`src/rtl/adc_seq_pkg.sv`:
```
package adc_seq_pkg;
  // global register offsets
  localparam logic [7:0] OFF_ENABLE = 8'h00;
  localparam logic [7:0] OFF_RAW    = 8'h04;
  localparam logic [7:0] OFF_MASK   = 8'h08;
  localparam logic [7:0] OFF_MSTAT  = 8'h0C;
  localparam logic [7:0] OFF_ERR    = 8'h10;
  localparam logic [7:0] OFF_EVSEL  = 8'h14;
  // sequencer windows
  localparam logic [7:0] WIN_BASE   = 8'h40;
  localparam int         WIN_LG     = 5;
  localparam logic [4:0] WOFF_MUX   = 5'h00;
  localparam logic [4:0] WOFF_CTL   = 5'h04;
  localparam logic [4:0] WOFF_POP   = 5'h08;
  localparam logic [4:0] WOFF_STAT  = 5'h0C;
  localparam logic [31:0] MUX_KEEP  = 32'h3333_3333;
  // event select code for the timer source
  localparam logic [3:0] EV_TIMER   = 4'h5;
  // status word layout
  localparam int STAT_WR_LSB   = 4;
  localparam int STAT_EMPTY    = 8;
  localparam int STAT_FULL     = 12;
  // noise generator
  localparam logic [31:0] NOISE_MUL  = 32'd314159;
  localparam logic [31:0] NOISE_INC  = 32'd1;
  localparam int          SAMPLE_BASE = 'h200;
  localparam int          NOISE_LSB  = 16;
  localparam int          NOISE_BITS = 3;
endpackage

```
`src/rtl/adc_seq_fifo.sv`:
```
module adc_seq_fifo
  import adc_seq_pkg::*;
#(
  parameter int DEPTH  = 16,
  parameter int DATA_W = 10
) (
  input  logic              clk,
  input  logic              rst_n,
  input  logic              push,
  input  logic [DATA_W-1:0] push_data,
  input  logic              pop,
  output logic [DATA_W-1:0] pop_data,
  output logic [31:0]       status,
  output logic              overflow,
  output logic              underflow
);
  localparam int PTR_W = $clog2(DEPTH);

  logic [DATA_W-1:0] mem_q [DEPTH];
  logic [PTR_W-1:0]  rd_q, rd_d, wr_q, wr_d;
  logic              empty_q, empty_d, full_q, full_d;
  logic              do_pop, do_push;

  // pop is applied before push in the same cycle
  assign do_pop  = pop & ~empty_q;
  assign do_push = push & (~full_q | do_pop);

  always_comb begin
    rd_d    = rd_q;
    wr_d    = wr_q;
    empty_d = empty_q;
    full_d  = full_q;
    if (do_pop) rd_d = rd_q + 1'b1;
    if (do_push) wr_d = wr_q + 1'b1;
    if (do_push && !do_pop) begin
      empty_d = 1'b0;
      full_d  = (wr_d == rd_d);
    end else if (do_pop && !do_push) begin
      full_d  = 1'b0;
      empty_d = (rd_d == wr_d);
    end
  end

  always_ff @(posedge clk or negedge rst_n) begin
    if (!rst_n) begin
      rd_q    <= '0;
      wr_q    <= '0;
      empty_q <= 1'b1;
      full_q  <= 1'b0;
    end else begin
      rd_q    <= rd_d;
      wr_q    <= wr_d;
      empty_q <= empty_d;
      full_q  <= full_d;
    end
  end

  always_ff @(posedge clk) begin
    if (do_push) mem_q[wr_q] <= push_data;
  end

  assign pop_data  = empty_q ? '0 : mem_q[rd_q];
  assign overflow  = push & ~do_push;
  assign underflow = pop & empty_q;

  always_comb begin
    status = '0;
    status[PTR_W-1:0]               = rd_q;
    status[STAT_WR_LSB +: PTR_W]    = wr_q;
    status[STAT_EMPTY]              = empty_q;
    status[STAT_FULL]               = full_q;
  end

  AST_FLAGS_EXCL: assert property (@(posedge clk) disable iff (!rst_n)
    !(full_q && empty_q));
  AST_FULL_DROP: assert property (@(posedge clk) disable iff (!rst_n)
    (full_q && push && !pop) |=> (full_q && $stable(wr_q)));
  AST_EMPTY_HOLD: assert property (@(posedge clk) disable iff (!rst_n)
    (empty_q && pop && !push) |=> (empty_q && $stable(rd_q)));
endmodule

```
`src/rtl/adc_seq_noise.sv`:
```
module adc_seq_noise
  import adc_seq_pkg::*;
#(
  parameter int NSEQ   = 4,
  parameter int DATA_W = 10
) (
  input  logic                         clk,
  input  logic                         rst_n,
  input  logic [NSEQ-1:0]              hit,
  output logic [NSEQ-1:0][DATA_W-1:0]  samples
);
  logic [31:0]          state_q;
  logic [NSEQ:0][31:0]  chain;
  logic                 adv;

  assign chain[0] = state_q;
  assign adv      = |hit;

  // one step per sampling sequencer, ascending index order
  for (genvar k = 0; k < NSEQ; k++) begin : g_step
    assign chain[k+1] = hit[k] ? (chain[k] * NOISE_MUL + NOISE_INC) : chain[k];
    assign samples[k] = DATA_W'(SAMPLE_BASE)
                      + DATA_W'(chain[k+1][NOISE_LSB +: NOISE_BITS]);
  end

  always_ff @(posedge clk or negedge rst_n) begin
    if (!rst_n) state_q <= '0;
    else if (adv) state_q <= chain[NSEQ];
  end

  AST_NOISE_IDLE: assert property (@(posedge clk) disable iff (!rst_n)
    !$stable(state_q) |-> $past(adv));
endmodule

```
`src/rtl/adc_seq_fifo_top.sv`:
```
module adc_seq_fifo_top
  import adc_seq_pkg::*;
#(
  parameter int NSEQ   = 4,
  parameter int DEPTH  = 16,
  parameter int DATA_W = 10
) (
  input  logic            clk,
  input  logic            rst_n,
  input  logic            trig,
  input  logic            reg_wr,
  input  logic            reg_rd,
  input  logic [7:0]      reg_addr,
  input  logic [31:0]     reg_wdata,
  output logic [31:0]     reg_rdata,
  output logic [NSEQ-1:0] irq
);
  localparam int EV_W = 4 * NSEQ;

  logic [NSEQ-1:0] enable_q, mask_q, raw_q, raw_d;
  logic [NSEQ-1:0] ovf_q, ovf_d, unf_q, unf_d;
  logic [EV_W-1:0] evsel_q;
  logic [31:0]     rdata_q, rd_val;

  logic sel_en, sel_raw, sel_mask, sel_mst, sel_err, sel_ev;
  logic [NSEQ-1:0] hit, pop, ovf_evt, unf_evt;
  logic [NSEQ-1:0][DATA_W-1:0] samples;
  logic [NSEQ-1:0][31:0]       win_rd;

  assign sel_en   = (reg_addr == OFF_ENABLE);
  assign sel_raw  = (reg_addr == OFF_RAW);
  assign sel_mask = (reg_addr == OFF_MASK);
  assign sel_mst  = (reg_addr == OFF_MSTAT);
  assign sel_err  = (reg_addr == OFF_ERR);
  assign sel_ev   = (reg_addr == OFF_EVSEL);

  adc_seq_noise #(.NSEQ(NSEQ), .DATA_W(DATA_W)) u_noise (
    .clk(clk), .rst_n(rst_n), .hit(hit), .samples(samples));

  for (genvar n = 0; n < NSEQ; n++) begin : g_seq
    localparam logic [7:0] BASE_N = WIN_BASE + 8'(n << WIN_LG);
    logic        win_hit;
    logic [31:0] mux_q, ctl_q, stat;
    logic [DATA_W-1:0] pdata;
    logic        mux_en, ctl_en;

    assign win_hit = (reg_addr[7:WIN_LG] == BASE_N[7:WIN_LG]);
    assign hit[n]  = trig & enable_q[n] & (evsel_q[4*n +: 4] == EV_TIMER);
    assign pop[n]  = reg_rd & win_hit & (reg_addr[WIN_LG-1:0] == WOFF_POP);
    assign mux_en  = reg_wr & win_hit & (reg_addr[WIN_LG-1:0] == WOFF_MUX);
    assign ctl_en  = reg_wr & win_hit & (reg_addr[WIN_LG-1:0] == WOFF_CTL);

    always_ff @(posedge clk or negedge rst_n) begin
      if (!rst_n) begin
        mux_q <= '0;
        ctl_q <= '0;
      end else begin
        if (mux_en) mux_q <= reg_wdata & MUX_KEEP;
        if (ctl_en) ctl_q <= reg_wdata;
      end
    end

    adc_seq_fifo #(.DEPTH(DEPTH), .DATA_W(DATA_W)) u_fifo (
      .clk(clk), .rst_n(rst_n),
      .push(hit[n]), .push_data(samples[n]),
      .pop(pop[n]), .pop_data(pdata),
      .status(stat), .overflow(ovf_evt[n]), .underflow(unf_evt[n]));

    always_comb begin
      win_rd[n] = '0;
      if (win_hit) begin
        case (reg_addr[WIN_LG-1:0])
          WOFF_MUX:  win_rd[n] = mux_q;
          WOFF_CTL:  win_rd[n] = ctl_q;
          WOFF_POP:  win_rd[n] = 32'(pdata);
          WOFF_STAT: win_rd[n] = stat;
          default:   win_rd[n] = '0;
        endcase
      end
    end
  end

  // next state of the write-one-to-clear registers; a set wins over a clear
  always_comb begin
    raw_d = raw_q;
    ovf_d = ovf_q;
    unf_d = unf_q;
    if (reg_wr && sel_mst) raw_d = raw_d & ~reg_wdata[NSEQ-1:0];
    if (reg_wr && sel_err) begin
      ovf_d = ovf_d & ~reg_wdata[NSEQ-1:0];
      unf_d = unf_d & ~reg_wdata[4 +: NSEQ];
    end
    raw_d = raw_d | hit;
    ovf_d = ovf_d | ovf_evt;
    unf_d = unf_d | unf_evt;
  end

  always_comb begin
    rd_val = '0;
    if (sel_en)   rd_val = 32'(enable_q);
    if (sel_raw)  rd_val = 32'(raw_q);
    if (sel_mask) rd_val = 32'(mask_q);
    if (sel_mst)  rd_val = 32'(raw_q & mask_q);
    if (sel_err)  rd_val = 32'(ovf_q) | (32'(unf_q) << 4);
    if (sel_ev)   rd_val = 32'(evsel_q);
    for (int n = 0; n < NSEQ; n++) rd_val = rd_val | win_rd[n];
  end

  always_ff @(posedge clk or negedge rst_n) begin
    if (!rst_n) begin
      enable_q <= '0;
      mask_q   <= '0;
      evsel_q  <= '0;
      raw_q    <= '0;
      ovf_q    <= '0;
      unf_q    <= '0;
      rdata_q  <= '0;
    end else begin
      if (reg_wr && sel_en)   enable_q <= reg_wdata[NSEQ-1:0];
      if (reg_wr && sel_mask) mask_q   <= reg_wdata[NSEQ-1:0];
      if (reg_wr && sel_ev)   evsel_q  <= reg_wdata[EV_W-1:0];
      raw_q <= raw_d;
      ovf_q <= ovf_d;
      unf_q <= unf_d;
      if (reg_rd) rdata_q <= rd_val;
    end
  end

  assign reg_rdata = rdata_q;
  assign irq       = raw_q & mask_q;

  AST_RAW_CAUSE: assert property (@(posedge clk) disable iff (!rst_n)
    ((raw_q & ~$past(raw_q)) != '0) |-> $past(trig));
  AST_OVF_CAUSE: assert property (@(posedge clk) disable iff (!rst_n)
    ((ovf_q & ~$past(ovf_q)) != '0) |-> $past(trig));
  AST_UNF_CAUSE: assert property (@(posedge clk) disable iff (!rst_n)
    ((unf_q & ~$past(unf_q)) != '0) |-> $past(reg_rd));
endmodule

```
`config.mk`:
```
export PLATFORM = sky130hd
export DESIGN_NAME = adc_seq_fifo_top
export DESIGN_NICKNAME = d
export VERILOG_FILES = /design/src/rtl/adc_seq_pkg.sv /design/src/rtl/adc_seq_fifo.sv /design/src/rtl/adc_seq_noise.sv /design/src/rtl/adc_seq_fifo_top.sv
export SDC_FILE = /design/constraint.sdc
export NUM_CORES = 2
export LEC_CHECK = 0
export CORE_ASPECT_RATIO = 1.75
export CORE_MARGIN = 4
export CORE_UTILIZATION = 65
export DETAILED_ROUTE_END_ITERATION = 16
export GPL_ROUTABILITY_DRIVEN = 0
export PLACE_DENSITY = 0.86
export SLEW_MARGIN = 10
export SYNTH_ARGS = -nofsm -noshare
export SYNTH_HDL_FRONTEND = slang
export SYNTH_HIERARCHICAL = 1
export SYNTH_SLANG_ARGS = --single-unit
export TNS_END_PERCENT = 10
```
`constraint.sdc`:
```
create_clock -name clk -period 20.7 [get_ports clk]
set_input_delay 4.14 -clock clk [delete_from_list [all_inputs] [get_ports clk]]
set_output_delay 4.14 -clock clk [all_outputs]
set_load 0.005 [all_outputs]
```
-- After elaboration in Yosys (flattened, before gate mapping)
Memory sizes are Yosys's and may differ from the RTL's.
Cells that the tools add are included.
- add/subtract/negate cells: 16
- $mul: 4
- equal/unequal tests: 24
- mux-type cells: 57
- bitwise gates (word level): 75
- reduce and logical (&&, ||, !) cells: 28
- operators with widths (kind ; number):
    $pmux 32 s4 ; 4
    $mux 32 ; 13
    $add 32x1->32 const B ; 4
    $mul 32x19->32 const B ; 4
    $or 32x32->32 ; 4
    $mux 4 ; 12
    $and 1x1->1 ; 44
    $add 10x3->10 const A ; 4
    $mux 10 ; 4
    $add 4x1->4 const B ; 8
    $eq 4x4->1 ; 8
    $mux 1 ; 24
    $and 4x4->4 ; 5
    $eq 4x3->1 const B ; 4
    $eq 8x4->1 const B ; 2
    $eq 8x5->1 const B ; 2
    $logic_and 1x1->1 ; 13
    $not 1->1 ; 12
    $or 4x4->4 ; 3
    $eq 5x4->1 const B ; 2
    $eq 8x3->1 const B ; 1
    $logic_not 1->1 ; 8
    $logic_not 8->1 ; 1
    $not 4->4 ; 2
    other kinds (8) ; 16
- register bits after elaboration: 332
- memory bits (writable): 640
- input port bits: 45
- output and inout bits: 36
- logic and storage cells: 240
- memories: 4
- memory list (memory ; words ; width ; rd ports ; clocked after memory_dff ; write ports ; RTL line ; source):
    g_seq[0].u_fifo.mem_q ; 16 ; 10 ; 1 ; 0 ; 1 ; adc_seq_fifo.sv:19 ; logic [DATA_W-1:0] mem_q [DEPTH];
    g_seq[1].u_fifo.mem_q ; 16 ; 10 ; 1 ; 0 ; 1 ; adc_seq_fifo.sv:19 ;
    g_seq[2].u_fifo.mem_q ; 16 ; 10 ; 1 ; 0 ; 1 ; adc_seq_fifo.sv:19 ;
    g_seq[3].u_fifo.mem_q ; 16 ; 10 ; 1 ; 0 ; 1 ; adc_seq_fifo.sv:19 ;

-- Longest topological paths before layout
- depth after elaboration: 13
- depth in mapped cells: 75
- gate-level depth less buffers: 74

-- By module
The synthesis kept the hierarchy.
- by module, submodules not included (module ; times used ; cells each ; area an instance (um^2) ; seq. area each (um^2)):
    adc_seq_fifo (g_seq[0].u_fifo ...) ; 3 ; 333 ; 6993.0 ; 5056.1
    adc_seq_noise ; 1 ; 1685 ; 15579.9 ; 475.5
    adc_seq_fifo_top ; 1 ; 1066 ; 13182.6 ; 6506.2
    adc_seq_fifo (g_seq[2].u_fifo) ; 1 ; 337 ; 7128.1 ; 5056.1

-- Worst setup path before layout
Ideal clock, no wire load.
- path kind: input-to-reg
- start: input trig
- end: memory g_seq[3].u_fifo.mem_q[0][2], data pin
- library setup time: 263 ps
- arrival: 19114 ps
- data required time: 20437 ps
- slack: 1323 ps
- cell stages on the path: 60
- path buffers: 3
- path through: nand4b_1 nor3b_1 clkbuf_1 clkinv_1 clkbuf_1 a21oi_1 inv_1 fa_1 ha_1 inv_1 fa_1 inv_1 ha_1 ha_1 ha_1 ha_1 o21ai_1 a221oi_2 (+24 left out) fa_1 inv_1 fa_1 inv_1 fa_1 fa_1 xnor2_1 xnor2_1 xnor2_1 xnor2_1 xnor2_1 xnor2_1 xnor2_1 xnor2_1 xnor3_1 nand2_1 xnor2_1 buf_4
- RTL lines (what ; RTL line ; source):
    start: declaration ; adc_seq_fifo_top.sv:10 ; input logic trig,
    end: declaration ; adc_seq_fifo.sv:19 ;

==> results.yml <==
status:
  status: "finished, final reports clean"
floorplanning:
  dieArea_um2: 92500
  die_h_um: 399
  num_rows: 143
  initial_utilization_pct: 65.5
  coreArea_um2: 86800
  die_x_um: 232
  io_pins: 81
placed_design:
  pre_cts_ws_ns: -0.0969
  place.port_buffers: 80
  place_area_um2: 58300
  dpl.hpwl_mm: 101
logic_synthesis:
  synthCells: 4087
  synth_top_area_cell: "edfxtp_1"
  yosysWarningCount: 6
  synthTopCellsByCount: "edfxtp_1 (640), inv_1 (539), ha_1 (338)"
  synth_top_area_share_pct: 33.8
  async_flop_share_pct: 33.3
  yosysSeqAreaShare_pct: 47.8
  synth_ff_type: "edfxtp_1"
  synth-seq-cells: 959
  avgSynthCellArea_um2: 13.9
  synth_area_um2: 56900
  synth_most_common_cell: "edfxtp_1"
  synth_area_leaders: "edfxtp_1 (34%), dfrtp_1 (14%), fa_1 (9.3%), mux4_2 (7.8%), ha_1 (7.4%)"
  synth_edf_count: 640
  yosysUniqueCellTypes: 107
flow_run:
  drv_cap: 0
critical_path:
  slowest_delay_ns: 0.81
  crit_type: "in2reg"
  cp-end-kind: "register"
  startpoint_type: "input port"
  critPathRequiredTime_ns: 21.09
  crit_arrival_ns: 20.13
  path_max_fanout: 33
  critical-path-slowest-cell: "o41ai_1"
clocking:
  clk_pin_slew_ns: 0.07
  post_cts_buffers: 0
  htree_levels: 3
  clock_path_buffers: 3
  numCtsBuffers: 80
  clock-root-buffer: "clkbuf_16"
  clk_latency_ns: 0.69
  clock_sinks: 959
  cts_tree: "done"
layout:
  areaGrowthSynthToFinish_pct: 7.35
  fillCellCount: 5468
  fin_util_pct: 70.4
  layout.nets: 4780
  post-route-cell-area_um2: 61000
  layout-drive-gt1-share_pct: 17.1
global_route:
  grtUsageTotal_pct: 32.3
  grt_pass1_vias: 36600
  grt_start_max_net_pins: 105
  grt_antenna_before_repair: 22
  gr-total-overflow: 0
  grt_first_pass_wirelength_mm: 222
drt:
  ant_nets: 0
  viasPerCell: 6.33
  drc_errors: 0
  dr.pass1.iters: 6
  drt_iter0_drc: 3541
  dr_total_vias: 34000
  wire_per_inst_um: 27.3
  wl_mm: 147
sta:
  setup_ws_ns: 0.960
  finalHoldViolations: 0
  max_slew_margin_pct: 18.6
  skew_ns: 0.0630
  fin_crit_sh_pct: 95.4
  tightestPinTransition_ns: 1.22
  rsz0062_at_grt: "no"
  slew_violations: 0
  setup_viol: 0
  min_period_ns: 19.74
  clock.fmax_ghz: 0.0507
power_and_ir_drop:
  power_density_nw_per_um2: 66.3
  peakVddDrop_uv: 69.4
  leakage_uw: 0.0263
  power.total_uw: 4050
min_path:
  hold_path_class: "reg2reg"
## stage by stage
step,hold slack (ns),TNS [ns],std cells
detailed placement,0.475,-1.54,5212
CTS,0.490,0,5361
finish,0.491,0,5377
global route,0.503,0,5369
floorplan,0.448,0,4197
global placement,0.460,0,5212
## layout make-up
type	count	area, um^2	share of cell area, %
Sequential cell	959	27200	44.6
Multi-Input combinational cell	2399	26300	43.0
Clock buffer	96	2110	3.46
Inverter	544	2040	3.34
Tap cell	1160	1450	2.38
Timing Repair Buffer	150	1330	2.18
Clock inverter	53	604	0.990
Antenna cell	16	40.0	0.0656
## layer usage
metal	up-vias	global-route usage, %	wire length, um
met5	-	0	74
met4	10	22.8	12600
met3	607	6.27	10900
met2	1806	56.4	76400
met1	17200	35.3	46800
li1	14400	-	-
## cell families (layout without fill, tap and decap cells)
family / Yosys count / count (layout) / share of synthesized area (%)
other: 6 / 132 / 0.0396
adders and majority gates: 601 / 601 / 16.7
and+or+nand+nor: 528 / 528 / 5.23
muxes: 572 / 572 / 15.8
AOI/OAI and AO/OA: 405 / 405 / 4.78
buffers and inverters: 839 / 843 / 6.83
DFF: 959 / 959 / 47.8
xor gates and xnor gates: 177 / 177 / 2.80
## sequential cells by signal, summed over array words and instances (netlist names)
signal,count
enable_q,4
evsel_q,16
g_seq.ctl_q,128
g_seq.mux_q,64
g_seq.u_fifo/empty_q,4
g_seq.u_fifo/full_q,4
g_seq.u_fifo/mem_q,640
g_seq.u_fifo/rd_q,16
g_seq.u_fifo/wr_q,16
mask_q,4
ovf_q,4
raw_q,4
reg_rdata,32
u_noise/state_q,19
unf_q,4
## critical path: cells and delay by family
kind | cells | cell delay [ns]
fa+ha+maj | 20 | 7.95
mux | 2 | 0.66
xor+xnor | 13 | 2.65
simple gates | 6 | 1.23
buf+inv | 13 | 1.68
compound gates | 5 | 1.80
## final timing paths
kind | startpoint | endpoint | slack, ns | cells after the start
max | trig | g_seq[3].u_fifo/mem_q[15][2]$_DFFE_PP_ | 0.96 | 59
min | unf_q[0]$_DFF_PN0_ | unf_q[0]$_DFF_PN0_ | 0.49 | 1
max reg2reg | u_noise/state_q[7]$_DFFE_PN0P_ | g_seq[3].u_fifo/mem_q[15][2]$_DFFE_PP_ | 1.54 | 67
min reg2reg | unf_q[0]$_DFF_PN0_ | unf_q[0]$_DFF_PN0_ | 0.49 | 1
max in group asynchronous | rst_n | g_seq[2].u_fifo/rd_q[0]$_DFF_PN0_ | 15.53 | 2
min in group asynchronous | rst_n | g_seq[0].mux_q[5]$_DFFE_PN0P_ | 3.48 | 1
## power by group
group,switching [uW],internal (uW)
clock network,731,825
registers,18.6,2060
logic,231,178
## cells in the final DEF (no fill, tap or decap), types with 19 or more instances in the layout
cell type        count
a21oi_1             59
nand2_1            118
conb_1             116
nor2_1              97
clkbuf_16           81
nor3_1              22
mux2i_1            110
a22oi_1             19
and3_1              46
dfrtp_1            309
nand3_1             22
nor2b_1             36
mux4_1              26
a21o_1              33
inv_1              539
o22ai_1             32
mux2_2             223
xnor2_1            139
xor2_1              33
clkdlybuf4s50_1     75
ha_1               338
fa_1               263
and2_1              67
mux4_2             198
buf_4               70
edfxtp_1           640
o21ai_0            116
## what timing repair did
| action | CTS | global route |
|---|---|---|
| hold buffers | 0 | 0 |
| setup endpoints to repair | 0 | 16 |
| resized for setup | 0 | 1 |
(Power assumes the default switching activity.)
